File: src/rtl/pte_check_pkg.sv
package pte_check_pkg;

    localparam int ATTR_W  = 8;
    localparam int CAUSE_W = 5;
    localparam int FAIL_W  = 3;

    localparam int BIT_VAL = 0;
    localparam int BIT_RD  = 1;
    localparam int BIT_WR  = 2;
    localparam int BIT_EX  = 3;
    localparam int BIT_USR = 4;
    localparam int BIT_GLB = 5;
    localparam int BIT_ACC = 6;
    localparam int BIT_DRT = 7;

    typedef enum logic [1:0] {
        ACC_READ  = 2'd0,
        ACC_WRITE = 2'd1,
        ACC_RMW   = 2'd2,
        ACC_FETCH = 2'd3
    } access_e;

    typedef enum logic [1:0] {
        PRV_USER  = 2'd0,
        PRV_SUPER = 2'd1,
        PRV_RSVD  = 2'd2,
        PRV_MACH  = 2'd3
    } priv_e;

    typedef enum logic [FAIL_W-1:0] {
        FL_MEM      = 3'd0,
        FL_MALFORM  = 3'd1,
        FL_DENIED   = 3'd2,
        FL_MISALIGN = 3'd3,
        FL_UPD_OFF  = 3'd4
    } fail_e;

    localparam logic [CAUSE_W-1:0] CS_FETCH_ACC  = 5'd1;
    localparam logic [CAUSE_W-1:0] CS_LOAD_ACC   = 5'd5;
    localparam logic [CAUSE_W-1:0] CS_STORE_ACC  = 5'd7;
    localparam logic [CAUSE_W-1:0] CS_FETCH_PAGE = 5'd12;
    localparam logic [CAUSE_W-1:0] CS_LOAD_PAGE  = 5'd13;
    localparam logic [CAUSE_W-1:0] CS_STORE_PAGE = 5'd15;

    typedef struct packed {
        logic invalid;
        logic pointer;
    } pte_kind_t;

    typedef struct packed {
        logic permit;
        logic priv_err;
    } pte_verdict_t;

    function automatic logic is_store_like(input access_e a);
        return (a == ACC_WRITE) || (a == ACC_RMW);
    endfunction

    function automatic logic [CAUSE_W-1:0] cause_of(input access_e a, input logic mem_err);
        logic [CAUSE_W-1:0] c;
        case (a)
            ACC_READ:  c = mem_err ? CS_LOAD_ACC  : CS_LOAD_PAGE;
            ACC_FETCH: c = mem_err ? CS_FETCH_ACC : CS_FETCH_PAGE;
            default:   c = mem_err ? CS_STORE_ACC : CS_STORE_PAGE;
        endcase
        return c;
    endfunction

endpackage

File: src/rtl/pte_attr_decode.sv
module pte_attr_decode
    import pte_check_pkg::*;
(
    input  logic      v_i,
    input  logic      r_i,
    input  logic      w_i,
    input  logic      x_i,
    output pte_kind_t kind_o
);
    always_comb begin
        kind_o.invalid = !v_i || (w_i && !r_i);
        kind_o.pointer = !(r_i || w_i || x_i);
    end
endmodule

File: src/rtl/pte_perm_eval.sv
module pte_perm_eval
    import pte_check_pkg::*;
(
    input  logic         u_i,
    input  logic         r_i,
    input  logic         w_i,
    input  logic         x_i,
    input  access_e      acc_i,
    input  priv_e        priv_i,
    input  logic         mxr_i,
    input  logic         sum_i,
    output pte_verdict_t verdict_o
);
    logic rd_ok;
    logic op_ok;
    logic owner_ok;

    always_comb begin
        rd_ok = r_i || (x_i && mxr_i);
        case (acc_i)
            ACC_READ:  op_ok = rd_ok;
            ACC_WRITE: op_ok = w_i;
            ACC_RMW:   op_ok = w_i && rd_ok;
            default:   op_ok = x_i;
        endcase

        owner_ok = 1'b0;
        verdict_o.priv_err = 1'b0;
        case (priv_i)
            PRV_USER:  owner_ok = u_i;
            PRV_SUPER: owner_ok = (acc_i == ACC_FETCH) ? !u_i : (!u_i || sum_i);
            default:   verdict_o.priv_err = 1'b1;
        endcase
        verdict_o.permit = owner_ok && op_ok;
    end
endmodule

File: src/rtl/pte_ad_update.sv
module pte_ad_update
    import pte_check_pkg::*;
(
    input  logic [ATTR_W-1:0] attr_i,
    input  access_e           acc_i,
    output logic              needed_o,
    output logic [ATTR_W-1:0] attr_o
);
    logic set_a;
    logic set_d;

    always_comb begin
        set_a    = !attr_i[BIT_ACC];
        set_d    = is_store_like(acc_i) && !attr_i[BIT_DRT];
        needed_o = set_a || set_d;
        attr_o   = attr_i;
        if (needed_o) begin
            attr_o[BIT_ACC] = 1'b1;
            if (set_d) attr_o[BIT_DRT] = 1'b1;
        end
    end
endmodule

File: src/rtl/pte_fault_map.sv
module pte_fault_map
    import pte_check_pkg::*;
(
    input  access_e            acc_i,
    input  logic [FAIL_W-1:0]  fail_i,
    output logic [CAUSE_W-1:0] cause_o
);
    always_comb begin
        cause_o = cause_of(acc_i, fail_i == FL_MEM);
    end
endmodule

File: src/rtl/pte_check_top.sv
module pte_check_top
    import pte_check_pkg::*;
(
    input  logic [7:0] attr_i,
    input  logic [1:0] acc_i,
    input  logic [1:0] priv_i,
    input  logic       mxr_i,
    input  logic       sum_i,
    input  logic [2:0] fail_i,
    output logic       invalid_o,
    output logic       pointer_o,
    output logic       permit_o,
    output logic       priv_err_o,
    output logic       upd_needed_o,
    output logic [7:0] attr_upd_o,
    output logic [4:0] cause_o
);
    access_e      acc;
    priv_e        prv;
    pte_kind_t    kind;
    pte_verdict_t verdict;

    assign acc = access_e'(acc_i);
    assign prv = priv_e'(priv_i);

    pte_attr_decode u_decode (
        .v_i    (attr_i[BIT_VAL]),
        .r_i    (attr_i[BIT_RD]),
        .w_i    (attr_i[BIT_WR]),
        .x_i    (attr_i[BIT_EX]),
        .kind_o (kind)
    );

    pte_perm_eval u_perm (
        .u_i       (attr_i[BIT_USR]),
        .r_i       (attr_i[BIT_RD]),
        .w_i       (attr_i[BIT_WR]),
        .x_i       (attr_i[BIT_EX]),
        .acc_i     (acc),
        .priv_i    (prv),
        .mxr_i     (mxr_i),
        .sum_i     (sum_i),
        .verdict_o (verdict)
    );

    pte_ad_update u_upd (
        .attr_i   (attr_i),
        .acc_i    (acc),
        .needed_o (upd_needed_o),
        .attr_o   (attr_upd_o)
    );

    pte_fault_map u_fault (
        .acc_i   (acc),
        .fail_i  (fail_i),
        .cause_o (cause_o)
    );

    assign invalid_o  = kind.invalid;
    assign pointer_o  = kind.pointer;
    assign permit_o   = verdict.permit;
    assign priv_err_o = verdict.priv_err;

    always_comb begin
        assert_err_denies_R8: assert (!(permit_o && priv_err_o));
        assert_fetch_needs_x_R3: assert (!(permit_o && acc == ACC_FETCH) || attr_i[BIT_EX]);
        assert_user_needs_u_R3: assert (!(permit_o && prv == PRV_USER) || attr_i[BIT_USR]);
        assert_low_bits_kept_R7: assert (attr_upd_o[5:0] == attr_i[5:0]);
        assert_no_upd_same_R7: assert (upd_needed_o || attr_upd_o == attr_i);
        assert_upd_sets_a_R6: assert (!upd_needed_o || attr_upd_o[BIT_ACC]);
    end
endmodule

File: config.mk
export PLATFORM = sky130hd
export DESIGN_NAME = pte_check_top
export DESIGN_NICKNAME = d
export VERILOG_FILES = /design/src/rtl/pte_check_pkg.sv /design/src/rtl/pte_attr_decode.sv /design/src/rtl/pte_perm_eval.sv /design/src/rtl/pte_ad_update.sv /design/src/rtl/pte_fault_map.sv /design/src/rtl/pte_check_top.sv
export SDC_FILE = /design/constraint.sdc
export NUM_CORES = 1
export LEC_CHECK = 0
export BUFFER_PORTS_ARGS = -buffer_cell sky130_fd_sc_hd__buf_2
export CAP_MARGIN = 40
export CORE_AREA = 2 2 39 41
export DETAILED_ROUTE_END_ITERATION = 12
export DIE_AREA = 0 0 41 43
export GPL_TIMING_DRIVEN = 1
export PLACE_DENSITY = 0.58
export RECOVER_POWER = 100
export SLEW_MARGIN = 10
export SYNTH_ARGS = -nofsm -noshare
export SYNTH_HDL_FRONTEND = slang
export SYNTH_SLANG_ARGS = --single-unit
File: constraint.sdc
create_clock -name vclk -period 0.8
set_input_delay 0.04 -clock vclk [all_inputs]
set_output_delay 0.04 -clock vclk [all_outputs]
set_load 0.01 [all_outputs]
==> run summary, run 1 <==
Synth area leader - buf_4
share of post-route cells with drive strength above 1 - 0.727
core area - 1380 um2
via count - 337
mux contribution to synthesized area - 0
wire per inst - 8.89 um
Die X - 41 um
final instance area - 538 um2
worst-path cell chain - buf_12 -> buf_6 -> ha_4 -> a21oi_2 -> o21ai_1 -> nor4b_2 -> buf_2
hold depth - 0
Seq Cell Count - 0
final worst setup slack - -103 ps
Max VDD drop - 205 uV
fraction of the mapped netlist area in simple logic gates - 0.241
Cells after DPL - 82
Max Slew Vio Count - 0
register area - 0 um2
power consumption - 0.301 mW
CP peak stage delay - 150 ps
fin nets - 89
compound-cell area share of the yosys netlist - 0.196
CP Launch Type - primary input
IO Port Bufs - 31
site row count - 14
GRT Residual Overflow - 0
Gate Count Post-Synth - 38
DR vias/cell - 4.11
Post-Synth Adder-Cell Area - 0.201
Pre-antenna DRT Iters - 1
register area share after synthesis - 0
GRT Util Overall - 0.0739
dpl cell area - 418 um2
Setup-failing EPs final - 3
Final Cycle Share - 1.13
max_cap viols - 0
critical path required time - 760 ps
critical path class - primary input to primary output
PD cells - 560 nW/um2
Hold Slack - 80.1 ps
Post-DRT Antenna Nets - 0
count of final hold-check violations - 0
failing checks - setup timing
Avg Cell Area, Syn - 6.55 um2
start point of the worst hold path - attr_i[5]
Area Growth Syn to Fin - 116%
clock buf count - 0
initial antenna violation count - 0
Max Fanout on Critical Path - 3
Post-DP HPWL - 579 um
Leak - 0.247 nW
Initial DRC Count - 0
XOR/XNOR share of the synthesized area - 0
hold crit path type - primary input to primary output
largest net degree at the start of global routing - 5
crit path DAT - 860 ps
slowest cell on the critical path - nor4b_2
vias in the first global route - 267
Synth Warn # - 0
status - finished with violations
most instantiated cells after synthesis - buf_4, inv_1, a21oi_1, ha_1, o21ai_0
DIE AREA - 1760 um2
Die Y - 43 um
Yosys top cell area share - 0.241
Netlist Area Pre-Place - 249 um2
minimum clock period - 903 ps
I/O Pins - 35
element type at the critical path end - primary output
Distinct cells, synth - 15
Max Fclk - 1110 MHz
WL final - 729 um
first-pass GRT wire length - 966 um
Worst Hold Path EP - attr_upd_o[5]
RSZ-0062 raised after global routing - yes
initial core utilization - 0.180
gpl congestion - 0.643
most common cell in the netlist - buf_4
setup bufs post-CTS - 0
Syn Nets - 59
DRC viols - 0
# diodes - 0
setup TNS - -139 ps
combinational family with the most area after synthesis - buffers and inverters
Area contributors post-synth - buf_4, ha_1, a21oi_1
Finished Layout Cells - 82
-- logic make-up (layout without fill, tap and decap cells) --
group	Yosys count	in the layout
AO/OA/AOI/OAI	9	9
adder cells (fa/ha/maj)	4	4
buffers and inverters	14	42
other	2	2
AND/OR/NAND/NOR	9	9
-- worst max path at each step --
stage / from / to / slack (ps)
2_1_floorplan: acc_i[0] / permit_o / 20
3_3_place_gp: acc_i[0] / permit_o / -240
3_5_place_dp: acc_i[0] / permit_o / -250
4_1_cts: acc_i[0] / permit_o / -120
5_1_grt: acc_i[1] / permit_o / -120
6_report: acc_i[0] / permit_o / -100
-- through the flow --
step | setup slack, ps | util
floorplan | 19.1 | -
global placement | -243 | 0.302
detailed placement | -253 | 0.302
CTS | -117 | 0.365
global route | -123 | 0.389
finish | -103 | 0.389
-- layer usage --
| metal | up-vias | track usage | part of all wire |
|---|---|---|---|
| li1 | 167 | - | - |
| met1 | 146 | 0.0665 | 0.33 |
| met2 | 24 | 0.166 | 0.53 |
| met3 | 0 | 0 | 0.14 |
| met4 | 0 | 0 | 0 |
| met5 | - | 0 | 0 |
-- repair_timing --
action / 4_1_cts / 5_1_grt
endpoints found under the hold margin: 0 / 0
setup endpoints to repair: 5 / 5
resized for setup: 24 / 11
pin swaps: 8 / 8
hold buffers: 0 / 0
-- worst max-delay path: cells and delay by family --
family,cells,cell delay [ps]
buf+inv,3,360
compound gates,2,170
fa+ha+maj,1,140
simple gates,1,150
-- cell usage in the layout (no fill, tap or decap), drive strengths merged --
cell     n
buf     31
or3      1
clkbuf   6
or2      1
nor3     1
clkinv   1
conb     2
a21oi    4
ha       4
nor2     1
nand2    3
nor4b    1
o21ai    5
nand3b   1
inv      4
-- where the power goes --
part           switching, mW  internal, mW  leakage (nW)
clock network              0             0             0
logic                  0.140         0.161         0.247
registers                  0             0             0
-- layout make-up --
cell class	instances	area [um2]
fill	160	846
inverter	5	38.8
multi-input combinational	24	240
tap	16	20.0
timing repair buffer	37	239
(Power assumes the default switching activity.)
==> inputs of run 2 (changes only) <==
--- a/config.mk
+++ b/config.mk
@@ -6,7 +6,7 @@
 export NUM_CORES = 1
 export LEC_CHECK = 0
 export BUFFER_PORTS_ARGS = -buffer_cell sky130_fd_sc_hd__buf_2
-export CAP_MARGIN = 40
+export CAP_MARGIN = 10
 export CORE_AREA = 2 2 39 41
 export DETAILED_ROUTE_END_ITERATION = 12
 export DIE_AREA = 0 0 41 43
==> constraint.sdc (replaced) <==
create_clock -name vclk -period 1.2
set_input_delay 0.06 -clock vclk [all_inputs]
set_output_delay 0.06 -clock vclk [all_outputs]
set_load 0.01 [all_outputs]
==> run 2 against run 1 <==
Against the previous run:
- the run now ends clean
- critical path depth unchanged
- setup slack improved by 250 ps
- cell area decreased by 37%
- worst hold slack improved by 40 ps
- combinational power down 59%
- via count down 11%
- final cell count shrank 7.3%
- sequential share of layout area unchanged
- flip-flop and latch count did not move
- count of clock-buffer cells in the layout is the same
- first-iteration DRC count did not move
- largest cell class unchanged
==> run summary, run 2 (synthesized netlist as in run 1, its figures left out) <==
status - complete, no violations
site row count - 14
hold crit path type - primary input to primary output
Die X - 41 um
WL final - 609 um
setup bufs post-CTS - 0
Max Fclk - 954 MHz
Hold Buf Count CTS - 0
Worst Setup SP - acc_i[0]
Die Y - 43 um
initial core utilization - 0.180
Area Growth Syn to Fin - 37.2%
via count - 300
Cells after DPL - 76
Pre-antenna DRT Iters - 1
Post-DP HPWL - 544 um
element type at the critical path end - primary output
largest net degree at the start of global routing - 6
Internal Pwr Total - 0.0528 mW
first-pass GRT wire length - 869 um
GRT Residual Overflow - 0
core area - 1380 um2
I/O Pins - 35
max_cap viols - 0
PD cells - 357 nW/um2
initial antenna violation count - 0
most frequent cells in the layout - buf_2, clkbuf_1, inv_1
register area - 0 um2
post-cts sizing count - 0
Seq Cell Count - 0
GRT Util Overall - 0.0639
share of post-route cells with drive strength above 1 - 0.333
Finished Layout Cells - 76
crit path DAT - 990 ps
setup TNS - 0 ps
Sequential Power Share - 0
gpl congestion - 0.662
start point of the worst hold path - attr_i[5]
count of final hold-check violations - 0
combinational cell fraction of total power - 1.000
DIE AREA - 1760 um2
Initial DRC Count - 0
RSZ-0062 raised after global routing - no
DRC viols - 0
IO Port Bufs - 31
critical path class - primary input to primary output
critical path required time - 1140 ps
NetSw - 0.0691 mW
Max Fanout on Critical Path - 3
vias in the first global route - 252
Max Slew Vio Count - 0
# diodes - 0
Post-DRT Antenna Nets - 0
power consumption - 0.122 mW
Sw Ratio - 0.567
DR vias/cell - 3.95
fin nets - 83
Final Cycle Share - 0.873
wire per inst - 8.01 um
minimum clock period - 1050 ps
clock buf count - 0
CP Launch Type - primary input
clock share of power - 0
Max VDD drop - 112 uV
Leak - 0.174 nW
commonest non-fill, non-tap cell in the layout - buf_2
Setup-failing EPs final - 0
run 2: cell count changes in the layout (fill, tap and decap cells not counted), sizes merged:
cell,change
buf,-15
inv,+1
clkbuf,+9
clkinv,-1
run 2: worst paths after layout:
kind                         to  cells after the start
setup / recovery       permit_o                      7
hold / removal    attr_upd_o[5]                      0
run 2: cell type report:
type,count,area (um2)
well taps,16,20.0
inverters,5,18.8
multi-input cells,24,166
repair buffers,31,136
fillers,167,1040
run 2: critical path, cell delays in order:
cell	delay, ps
buf_2	110
inv_1	80
ha_1	170
a21oi_1	40
o21ai_0	150
nor4b_2	200
clkbuf_1	170
run 2: power by group through the flow:
stage               sequential, mW  clock (mW)  combinational (mW)
detailed placement               0           0               0.131
finish                           0           0               0.122
CTS                              0           0               0.132
floorplan                        0           0              0.0837
global placement                 0           0               0.130
global route                     0           0               0.139
run 2: layer usage:
layer  up-vias  track usage  wire length [um]
li1        157            -                 -
met1       121       0.0696               232
met2        22        0.131               283
met3         0            0                93
met4         0            0                 0
met5         -            0                 0
run 2: stage by stage:
| stage | worst slack [ps] | util | instance area (um2) | hold slack (ps) |
|---|---|---|---|---|
| finish | 152 | 0.247 | 342 | 120 |
| global route | 56.0 | 0.247 | 342 | 120 |
| CTS | 149 | 0.260 | 360 | 120 |
| detailed placement | 152 | 0.260 | 360 | 120 |
| global placement | 164 | 0.260 | 360 | 120 |
| floorplan | 357 | - | 249 | 154 |
==> inputs of run 3 (changes only) <==
--- a/config.mk
+++ b/config.mk
@@ -5,13 +5,14 @@
 export SDC_FILE = /design/constraint.sdc
 export NUM_CORES = 1
 export LEC_CHECK = 0
+export ABC_AREA = 1
 export BUFFER_PORTS_ARGS = -buffer_cell sky130_fd_sc_hd__buf_2
 export CAP_MARGIN = 10
 export CORE_AREA = 2 2 39 41
 export DETAILED_ROUTE_END_ITERATION = 12
 export DIE_AREA = 0 0 41 43
 export GPL_TIMING_DRIVEN = 1
-export PLACE_DENSITY = 0.58
+export PLACE_DENSITY = 0.59
 export RECOVER_POWER = 100
 export SLEW_MARGIN = 10
 export SYNTH_ARGS = -nofsm -noshare
==> run 3 against run 2 <==
Against the previous run:
- via count is 9.7% higher
- cell area is 5.1% higher
- flip-flop and latch count stayed put
- synthesized cell count is 29% higher
- largest cell class unchanged
- highest routed layer unchanged
==> run summary, run 3 <==
DRC viols - 0
wire per inst - 6.98 um
critical path required time - 1140 ps
CP Launch Type - primary input
status - complete, no violations
Pre-antenna DRT Iters - 2
PD cells - 344 nW/um2
core area - 1380 um2
element type at the critical path end - primary output
max_cap viols - 0
post-cts sizing count - 0
Distinct cells, synth - 15
register area - 0 um2
hold crit path type - primary input to primary output
I/O Pins - 35
Avg Cell Area, Syn - 5.41 um2
Seq Cell Count - 0
Max Fclk - 979 MHz
via count - 329
DIE AREA - 1760 um2
# diodes - 0
most common cell in the netlist - nand2_1
Top Family by Delay on Critical Path - adder cells
Netlist Area Pre-Place - 265 um2
Final Cycle Share - 0.851
Syn Nets - 70
site row count - 14
Leak - 0.221 nW
commonest non-fill, non-tap cell in the layout - buf_2
critical path class - primary input to primary output
largest net degree at the start of global routing - 6
initial antenna violation count - 0
RSZ-0062 raised after global routing - no
Initial DRC Count - 3
Hold Slack - 120 ps
share of post-route cells with drive strength above 1 - 0.268
Max VDD drop - 107 uV
gpl congestion - 0.632
first-pass GRT wire length - 979 um
most frequent cells in the layout - buf_2, nand2_1, clkbuf_1
Die Y - 43 um
CP peak stage delay - 320 ps
Gate Count Post-Synth - 49
initial core utilization - 0.192
Setup-failing EPs final - 0
Synth Warn # - 0
CP Buf/Inv Count - 3
slowest cell on the critical path - ha_1
Area Growth Syn to Fin - 35.4%
Die X - 41 um
most instantiated cells after synthesis - nand2_1, buf_4, inv_1, ha_1, nor2_1
fin nets - 94
GRT Util Overall - 0.0719
Post-DP HPWL - 558 um
IO Port Bufs - 31
Max Fanout on Critical Path - 4
worst-path cell chain - buf_2 -> inv_1 -> ha_1 -> or2_2 -> clkbuf_1
Area contributors post-synth - buf_4, nand2_1, ha_1
DR vias/cell - 3.78
Synth area leader - buf_4
GRT Residual Overflow - 0
setup TNS - 0 ps
setup bufs post-CTS - 0
clock buf count - 0
Hold Buf Count CTS - 0
Max Slew Vio Count - 0
WL final - 607 um
count of final hold-check violations - 0
minimum clock period - 1020 ps
crit path DAT - 960 ps
Post-DRT Antenna Nets - 0
Yosys top cell area share - 0.226
vias in the first global route - 279
register area share after synthesis - 0
-- run 3: path summary, 6_finish.rpt --
kind / from / endpoint / slack, ps / cells after the start
worst max-delay path: acc_i[0] / attr_upd_o[7] / 180 / 5
worst min-delay path: attr_i[5] / attr_upd_o[5] / 120 / 0
-- run 3: final cells by class --
type               instances  area, um2
inverters                  9       33.8
well taps                 16       20.0
repair buffers            31        138
fillers                  180       1020
multi-input cells         31        168
-- run 3: stage by stage --
| step | total power, mW | instances | setup slack, ps | area (um2) | util |
|---|---|---|---|---|---|
| after floorplan | 0.0869 | 49 | 357 | 265 | - |
| after global placement | 0.133 | 87 | 181 | 377 | 0.272 |
| after detailed placement | 0.135 | 87 | 166 | 377 | 0.272 |
| after CTS | 0.135 | 87 | 161 | 377 | 0.272 |
| after global routing | 0.141 | 87 | 81.5 | 359 | 0.259 |
| final | 0.124 | 87 | 179 | 359 | 0.259 |
-- run 3: report_power, final --
part / leakage, nW / total, mW / internal, mW / switching [mW]
clock network: 0 / 0 / 0 / 0
logic: 0.221 / 0.124 / 0.0525 / 0.0710
registers: 0 / 0 / 0 / 0
-- run 3: cells by family (layout without fill, tap and decap cells) --
family,Yosys count,in the layout,share of synthesized area
AND/OR/NAND/NOR,21,21,0.325
other,2,2,0.0283
AO/OA/AOI/OAI,4,4,0.0896
adder cells (fa/ha/maj),4,4,0.189
buffers and inverters,18,40,0.368
-- run 3: routing by layer --
| metal | wire, um | vias to the layer above | GRT usage |
|---|---|---|---|
| li1 | - | 178 | - |
| met3 | 71 | 0 | 0 |
| met1 | 265 | 132 | 0.0918 |
| met2 | 270 | 19 | 0.134 |
| met5 | 0 | - | 0 |
| met4 | 0 | 0 | 0 |
